### src/rtl/demap_pkg.sv
package demap_pkg;
  typedef enum logic [1:0] {
    OP_PAGE = 2'd0,
    OP_CTX  = 2'd1,
    OP_ALL  = 2'd2,
    OP_BAD  = 2'd3
  } demap_op_e;

  typedef enum logic [1:0] {
    CSEL_PRI  = 2'd0,
    CSEL_SEC  = 2'd1,
    CSEL_NONE = 2'd2,
    CSEL_ZERO = 2'd3
  } ctx_sel_e;
endpackage

### src/rtl/demap_ctx_sel.sv
module demap_ctx_sel
  import demap_pkg::*;
#(
  parameter int CTX_W = 13
) (
  input  logic [1:0]       sel,
  input  logic             dside,
  input  logic [CTX_W-1:0] pri_ctx,
  input  logic [CTX_W-1:0] sec_ctx,
  output logic [CTX_W-1:0] ctx_val,
  output logic             ctx_ok
);
  always_comb begin
    ctx_val = '0;
    ctx_ok  = 1'b0;
    case (ctx_sel_e'(sel))
      CSEL_PRI: begin
        ctx_val = pri_ctx;
        ctx_ok  = 1'b1;
      end
      CSEL_SEC: begin
        // the secondary context exists only for the data side
        ctx_val = dside ? sec_ctx : '0;
        ctx_ok  = dside;
      end
      CSEL_ZERO: begin
        ctx_val = '0;
        ctx_ok  = 1'b1;
      end
      default: begin
        ctx_val = '0;
        ctx_ok  = 1'b0;
      end
    endcase
  end
endmodule

### src/rtl/demap_op_decode.sv
module demap_op_decode
  import demap_pkg::*;
#(
  parameter int PAGE_W = 51,
  parameter int CTX_W  = 13
) (
  input  logic [1:0]        op_f,
  input  logic [PAGE_W-1:0] page_f,
  input  logic              real_f,
  input  logic [CTX_W-1:0]  ctx_val,
  input  logic              ctx_ok,
  output logic              issue,
  output logic              bad,
  output logic              ignored,
  output logic [1:0]        op_o,
  output logic [PAGE_W-1:0] page_o,
  output logic              real_o,
  output logic [CTX_W-1:0]  ctx_o
);
  always_comb begin
    issue   = 1'b0;
    bad     = 1'b0;
    ignored = 1'b0;
    op_o    = op_f;
    page_o  = '0;
    real_o  = 1'b0;
    ctx_o   = '0;
    case (demap_op_e'(op_f))
      OP_PAGE: begin
        issue   = ctx_ok;
        ignored = !ctx_ok;
        page_o  = page_f;
        real_o  = real_f;
        ctx_o   = ctx_val;
      end
      OP_CTX: begin
        issue   = ctx_ok;
        ignored = !ctx_ok;
        ctx_o   = ctx_val;
      end
      OP_ALL: begin
        // partition-wide demap does not depend on the context selector
        issue = 1'b1;
      end
      default: begin
        bad = 1'b1;
      end
    endcase
  end
endmodule

### src/rtl/demap_cmd_slot.sv
module demap_cmd_slot #(
  parameter int PAGE_W = 51,
  parameter int CTX_W  = 13,
  parameter int PART_W = 8
) (
  input  logic              clk,
  input  logic              rst_n,
  input  logic              in_valid,
  output logic              in_ready,
  input  logic              in_issue,
  input  logic              in_bad,
  input  logic              in_ignored,
  input  logic [1:0]        in_op,
  input  logic [PAGE_W-1:0] in_page,
  input  logic              in_real,
  input  logic [CTX_W-1:0]  in_ctx,
  input  logic [PART_W-1:0] in_part,
  output logic              out_valid,
  input  logic              out_ready,
  output logic [1:0]        out_op,
  output logic [PAGE_W-1:0] out_page,
  output logic              out_real,
  output logic [CTX_W-1:0]  out_ctx,
  output logic [PART_W-1:0] out_part,
  output logic              out_err,
  output logic              out_ign
);
  logic accept;

  assign in_ready = !out_valid || out_ready;
  assign accept   = in_valid && in_ready;

  always_ff @(posedge clk) begin
    if (!rst_n) begin
      out_valid <= 1'b0;
      out_err   <= 1'b0;
      out_ign   <= 1'b0;
      out_op    <= '0;
      out_page  <= '0;
      out_real  <= 1'b0;
      out_ctx   <= '0;
      out_part  <= '0;
    end else begin
      out_err <= accept && in_bad;
      out_ign <= accept && in_ignored;
      if (accept) begin
        out_valid <= in_issue;
        out_op    <= in_op;
        out_page  <= in_page;
        out_real  <= in_real;
        out_ctx   <= in_ctx;
        out_part  <= in_part;
      end else if (out_ready) begin
        out_valid <= 1'b0;
      end
    end
  end
endmodule

### src/rtl/demap_decoder.sv
module demap_decoder #(
  parameter int VA_W      = 64,
  parameter int PAGE_LSB  = 13,
  parameter int REAL_BIT  = 9,
  parameter int OP_LSB    = 6,
  parameter int CSEL_LSB  = 4,
  parameter int CTX_W     = 13,
  parameter int PART_W    = 8
) (
  input  logic                   clk,
  input  logic                   rst_n,
  input  logic                   wr_valid,
  output logic                   wr_ready,
  input  logic [VA_W-1:0]        wr_addr,
  input  logic                   wr_dside,
  input  logic [PART_W-1:0]      cur_part,
  input  logic [CTX_W-1:0]       pri_ctx,
  input  logic [CTX_W-1:0]       sec_ctx,
  output logic                   cmd_valid,
  input  logic                   cmd_ready,
  output logic [1:0]             cmd_op,
  output logic [VA_W-PAGE_LSB-1:0] cmd_page,
  output logic                   cmd_real,
  output logic [CTX_W-1:0]       cmd_ctx,
  output logic [PART_W-1:0]      cmd_part,
  output logic                   req_err,
  output logic                   req_ignored
);
  localparam int PAGE_W = VA_W - PAGE_LSB;

  logic [CTX_W-1:0]  ctx_val;
  logic              ctx_ok;
  logic              d_issue, d_bad, d_ign, d_real;
  logic [1:0]        d_op;
  logic [PAGE_W-1:0] d_page;
  logic [CTX_W-1:0]  d_ctx;
  logic              unused_addr;

  // the low address bits that carry no field
  assign unused_addr = ^wr_addr;

  demap_ctx_sel #(.CTX_W(CTX_W)) u_csel (
    .sel     (wr_addr[CSEL_LSB +: 2]),
    .dside   (wr_dside),
    .pri_ctx (pri_ctx),
    .sec_ctx (sec_ctx),
    .ctx_val (ctx_val),
    .ctx_ok  (ctx_ok)
  );

  demap_op_decode #(.PAGE_W(PAGE_W), .CTX_W(CTX_W)) u_dec (
    .op_f    (wr_addr[OP_LSB +: 2]),
    .page_f  (wr_addr[VA_W-1:PAGE_LSB]),
    .real_f  (wr_addr[REAL_BIT]),
    .ctx_val (ctx_val),
    .ctx_ok  (ctx_ok),
    .issue   (d_issue),
    .bad     (d_bad),
    .ignored (d_ign),
    .op_o    (d_op),
    .page_o  (d_page),
    .real_o  (d_real),
    .ctx_o   (d_ctx)
  );

  demap_cmd_slot #(.PAGE_W(PAGE_W), .CTX_W(CTX_W), .PART_W(PART_W)) u_slot (
    .clk        (clk),
    .rst_n      (rst_n),
    .in_valid   (wr_valid),
    .in_ready   (wr_ready),
    .in_issue   (d_issue),
    .in_bad     (d_bad),
    .in_ignored (d_ign),
    .in_op      (d_op),
    .in_page    (d_page),
    .in_real    (d_real),
    .in_ctx     (d_ctx),
    .in_part    (cur_part),
    .out_valid  (cmd_valid),
    .out_ready  (cmd_ready),
    .out_op     (cmd_op),
    .out_page   (cmd_page),
    .out_real   (cmd_real),
    .out_ctx    (cmd_ctx),
    .out_part   (cmd_part),
    .out_err    (req_err),
    .out_ign    (req_ignored)
  );
endmodule

### config.mk
export PLATFORM = sky130hd
export DESIGN_NAME = demap_decoder
export DESIGN_NICKNAME = d
export VERILOG_FILES = /design/src/rtl/demap_pkg.sv /design/src/rtl/demap_ctx_sel.sv /design/src/rtl/demap_op_decode.sv /design/src/rtl/demap_cmd_slot.sv /design/src/rtl/demap_decoder.sv
export SDC_FILE = /design/constraint.sdc
export NUM_CORES = 1
export LEC_CHECK = 0
export BUFFER_PORTS_ARGS = -buffer_cell sky130_fd_sc_hd__buf_2
export CAP_MARGIN = 20
export CORE_ASPECT_RATIO = 1.2
export CORE_UTILIZATION = 44
export CTS_BUF_LIST = sky130_fd_sc_hd__clkbuf_16
export CTS_CLUSTER_DIAMETER = 200
export CTS_CLUSTER_SIZE = 12
export DETAILED_ROUTE_END_ITERATION = 7
export PLACE_DENSITY = 0.82
export RECOVER_POWER = 25
export SLEW_MARGIN = 15
export SYNTH_ARGS = -nofsm -noshare
export SYNTH_HDL_FRONTEND = slang
export SYNTH_SLANG_ARGS = --single-unit
### constraint.sdc
create_clock -name clk -period 2.53 [get_ports clk]
set_input_delay 0.1265 -clock clk [delete_from_list [all_inputs] [get_ports clk]]
set_output_delay 0.1265 -clock clk [all_outputs]
set_load 0.02 [all_outputs]
* Word level (Yosys, flattened, before mapping)
Index checks and enable logic that the tools add are counted.
** Word-level totals
- Flip-flop bits (word level) :: 78
- Bits in latches :: 0
- Memory bits (writable) :: 0
- Bits in read-only memories :: 0
- Bits of input ports :: 103
- Output and inout port bits :: 79
- Logic and storage cells :: 35
- Memories :: 0
** Cells by class
- Add/subtract/negate cells :: 0
- Multipliers :: 0
- Div/mod/pow operators :: 0
- $lt $le $gt $ge :: 0
- Equal/unequal tests :: 4
- Shifts and indexed selects :: 0
- Multiplexer cells :: 11
- Bitwise operators :: 0
- Reduce and logical (&&, ||, !) cells :: 12
** Operators with widths (count)
- $mux 51 :: 1
- $mux 13 :: 2
- $pmux 13 s2 :: 1
- $mux 1 :: 5
- $eq 2x1->1 const B :: 2
- $eq 2x2->1 const B :: 2
- $logic_not 2->1 :: 2
- $pmux 1 s2 :: 2
- $reduce_or 2->1 :: 2
- $logic_and 1x1->1 :: 3
- $reduce_or 3->1 :: 1
- $logic_not 1->1 :: 2
- $reduce_bool 2->1 :: 1
- $logic_or 1x1->1 :: 1

* Longest topological paths before layout
- Depth after elaboration :: 6
- Gate-level depth with buffers :: 6

* Hierarchy
Synthesis repeated with hierarchy kept, for this count alone.
** Unflattened totals
- Cell total of the unflattened synthesis :: 436
- Area total of the unflattened synthesis :: 3801.1 sq um
** By module, submodules not included
- demap_cmd_slot :: instances 1, cells each 335, area an instance 3061.7 sq um, seq. area each 1561.5 sq um
- demap_op_decode :: instances 1, cells each 78, area an instance 546.8 sq um, seq. area each 0.0 sq um
- demap_ctx_sel :: instances 1, cells each 23, area an instance 192.7 sq um, seq. area each 0.0 sq um

* Worst setup path before layout
OpenSTA, ideal clock, no wires.
- Path kind :: reg-to-reg
- From :: register u_slot.out_valid
- To :: register u_slot.out_page[0]
- Setup time :: 0.059 ns
- Arrival :: 1.408 ns
- Required time :: 2.471 ns
- Setup slack :: 1.063 ns
- Stages on the path, launching flop included :: 7
- Path buffers :: 2
- Period minus slack after synthesis :: 1.467 ns
- Cell sequence :: dfxtp_1 > nor2b_2 > inv_2 > a21boi_2 > buf_2 > buf_4 > a22o_1
** Between the ends
- Word-level cells in the longest chain between the ends :: 3
** Ends and longest elaborated chain
- start, declared :: RTL line demap_cmd_slot.sv:18 : output logic out_valid,
- start signal, assigned :: RTL line demap_cmd_slot.sv:47 : out_valid <= in_issue;
- $logic_not 1->1 :: RTL line demap_cmd_slot.sv:30 : assign in_ready = !out_valid || out_ready;
- $logic_or 1x1->1 :: RTL line demap_cmd_slot.sv:30
- $logic_and 1x1->1 :: RTL line demap_cmd_slot.sv:31 : assign accept = in_valid && in_ready;
- end signal, assigned :: RTL line demap_cmd_slot.sv:49 : out_page <= in_page;
- end, declared :: RTL line demap_cmd_slot.sv:21 : output logic [PAGE_W-1:0] out_page,
Every way passes these cells.
A chain may end at the register's enable or synchronous reset.

* Worst setup path in the final report
- From :: register u_slot.out_valid
- To :: register u_slot.out_page[18]
Same word-level chain as after synthesis.

==> flow_metrics.env <==
export IMPL_ctsLongestPathBuffers=2
export IMPL_rows=30
export IMPL_vias=2490
export IMPL_die_h_um=87.8
export IMPL_die_area_um2=6450
export IMPL_slew_headroom=0.647
export IMPL_wl_met1_um=2770
export IMPL_worstPathArrival_ns=1.91
export IMPL_max_clock_freq_mhz=605
export IMPL_grt_pass1_vias=2286
export IMPL_synth_edf_count=0
export IMPL_htree_levels=3
export IMPL_grt_max_degree=53
export IMPL_cts_sinks=78
export IMPL_yosys_most_used_dff="dfxtp_1"
export IMPL_worst_slew_pin_slew_ns=0.529
export IMPL_netlist_area_um2=2700
export IMPL_drt_drc_violations_left=0
export IMPL_drive_gt1_frac=0.392
export IMPL_grt_pass1_wl_um=10400
export IMPL_power_density_nw_per_um2=731
export IMPL_start_util=0.467
export IMPL_numPortBuffers=173
export IMPL_worstPathRequired_ns=2.79
export IMPL_avgSynthCellArea_um2=11.9
export IMPL_nets=502
export IMPL_outcome="complete, no violations"
export IMPL_path_max_fanout=51
export IMPL_areaGrowthSynthToFinish_pct=42.3
export IMPL_wirelength_um=6970
export IMPL_drt_iter0_drc=52
export IMPL_synth_top_cell_by_area="dfxtp_1"
export IMPL_core_um2=5780
export IMPL_die_x_um=73.5
export IMPL_critical_path_class="flip-flop to flip-flop"
export IMPL_viasPerCell=5.18
export IMPL_fin_ws_ns=0.877
export IMPL_fin_crit_sh=0.653
export IMPL_cts_root_buf="clkbuf_16"
export IMPL_synthDistinctLibCells=25
export IMPL_antenna_cells=0
export IMPL_finalSetupTns_ns=0
export IMPL_cts_tree="yes"
export IMPL_synthCells=227
export IMPL_max_vdd_ir_drop_v=0.000431
export IMPL_startpoint_type="flip-flop"
export IMPL_ant_nets=0
export IMPL_final_hold_violation_count=0
export IMPL_syn_nets=333
export IMPL_worstSkewPairLatency_ns=0.33
export IMPL_cp_end_kind="flip-flop"
export IMPL_p_leak_nw=1.77
export IMPL_drt_pass1_iter_count=4
export IMPL_ys_top_cells_by_count="dfxtp_1 (78), a22o_1 (53), a22oi_1 (13), o2bb2ai_1 (13), nand3_1 (11)"
export IMPL_drv_cap=0
export IMPL_post_place_ws_ns=0.895
export IMPL_wl_per_cell_um=14.5
export IMPL_async_reset_ff_frac=0
export IMPL_finish_utilization=0.664
export IMPL_hpwlAfterDp_um=4920
export IMPL_finalCriticalPeriod_ns=1.65
export IMPL_synthTopCellsByArea="dfxtp_1 (58%), a22o_1 (17%), o2bb2ai_1 (4.2%)"
export IMPL_yosys_warnings=0
export IMPL_grt_usage=0.212
export IMPL_dr_wl_met2_um=3530
export IMPL_synth_top_cell_area_share=0.579
export IMPL_path_clk_slew_ns=0.06
export IMPL_min_path_type="input port to flip-flop"
export IMPL_synth_seq_cells=78
export IMPL_fin_skew_ns=0.00684
export IMPL_routed_top_layer="met4"
export IMPL_cts_resized=0
export IMPL_ys_seq_area_frac=0.579
export IMPL_ios=182
export IMPL_finalMaxSlewViolations=0
export IMPL_gp_congestion=0.732
export IMPL_numCtsBuffers=9
export IMPL_wl_met3_um=490
export IMPL_grt_remaining_overflow=0
export IMPL_timing_hold_ws_ns=0.00839
export IMPL_antenna_found_initial=0
export IMPL_setup_viol=0
export IMPL_rsz0062_at_grt="no"
export IMPL_post_synth_top_count_cell="dfxtp_1"
==> what timing repair did <==
action	4_1_cts	5_1_grt
hold buffers	2	0
setup buffers	0	0
hold endpoints to repair	2	0
==> path summary, 6_finish.rpt <==
| check | cells after the start | start | to | slack, ns |
|---|---|---|---|---|
| setup reg to reg | 5 | u_slot.out_valid$_SDFFE_PN0P_ | u_slot.out_page[18]$_SDFFE_PN0P_ | 0.88 |
| hold / removal | 2 | wr_addr[14] | u_slot.out_page[1]$_SDFFE_PN0P_ | 0.008 |
| hold reg to reg | 1 | u_slot.out_ctx[5]$_SDFFE_PN0P_ | u_slot.out_ctx[5]$_SDFFE_PN0P_ | 0.46 |
| setup / recovery | 5 | u_slot.out_valid$_SDFFE_PN0P_ | u_slot.out_page[18]$_SDFFE_PN0P_ | 0.88 |
==> kinds of logic after synthesis <==
kind of cell	synth area share
AOI/OAI and AO/OA	0.307
DFF	0.579
buffers and inverters	0.0557
and+or+nand+nor	0.0450
adders and majority gates	0.0139
==> per-layer routing <==
| metal | track usage | vias to the layer above |
|---|---|---|
| li1 | - | 1207 |
| met1 | 0.237 | 1145 |
| met2 | 0.366 | 119 |
| met3 | 0.0495 | 19 |
| met4 | 0.119 | 0 |
| met5 | 0 | - |
==> stage by stage <==
step                area [µm²]  total power, mW  cells
floorplan                 2700             1.46    227
detailed placement        3570             1.59    463
global route              3840             2.92    481
CTS                       3890             2.84    481
global placement          3570             1.58    463
finish                    3840             2.81    481
==> worst max-delay path: stages (launching register included) <==
cell	delay, ns
dfxtp_1	0.32
nor2b_2	0.17
inv_2	0.13
a21boi_4	0.46
buf_12	0.30
a22o_1	0.19
==> cells in the final DEF, fill, tap and decap left out, types with 2 or more instances in the layout <==
master         instances
clkbuf_1              39
nor2_1                 2
clkbuf_16              9
a22oi_1               13
inv_2                  2
a21boi_1              10
buf_4                  2
buf_2                134
inv_1                  2
o2bb2ai_1             13
a22o_1                53
dlygate4sd3_1          2
dfxtp_1               78
o21ai_1               10
clkinv_4               2
ha_1                   3
nand3_1               11
==> flip-flops by register name (all words and copies together), names as in the netlist <==
register,cells
u_slot.out_page,51
u_slot.out_op,2
u_slot.out_ign,1
u_slot.out_ctx,13
u_slot.out_real,1
u_slot.out_err,1
u_slot.out_valid,1
u_slot.out_part,8
==> where the power goes <==
part | internal (mW) | switching, mW
Clock | 0.764 | 0.483
Combinational | 0.118 | 0.156
Sequential | 1.27 | 0.0186
==> final cells by class <==
type                            instances  area (µm²)
Clock buffer                            9         225
Clock inverter                          7        72.6
Fill cell                             516        1940
Inverter                                4        15.0
Multi-Input combinational cell        125         993
Sequential cell                        78        1560
Tap cell                               80         100
Timing Repair Buffer                  178         872
Note: power is estimated with default switching activity, not from simulation.
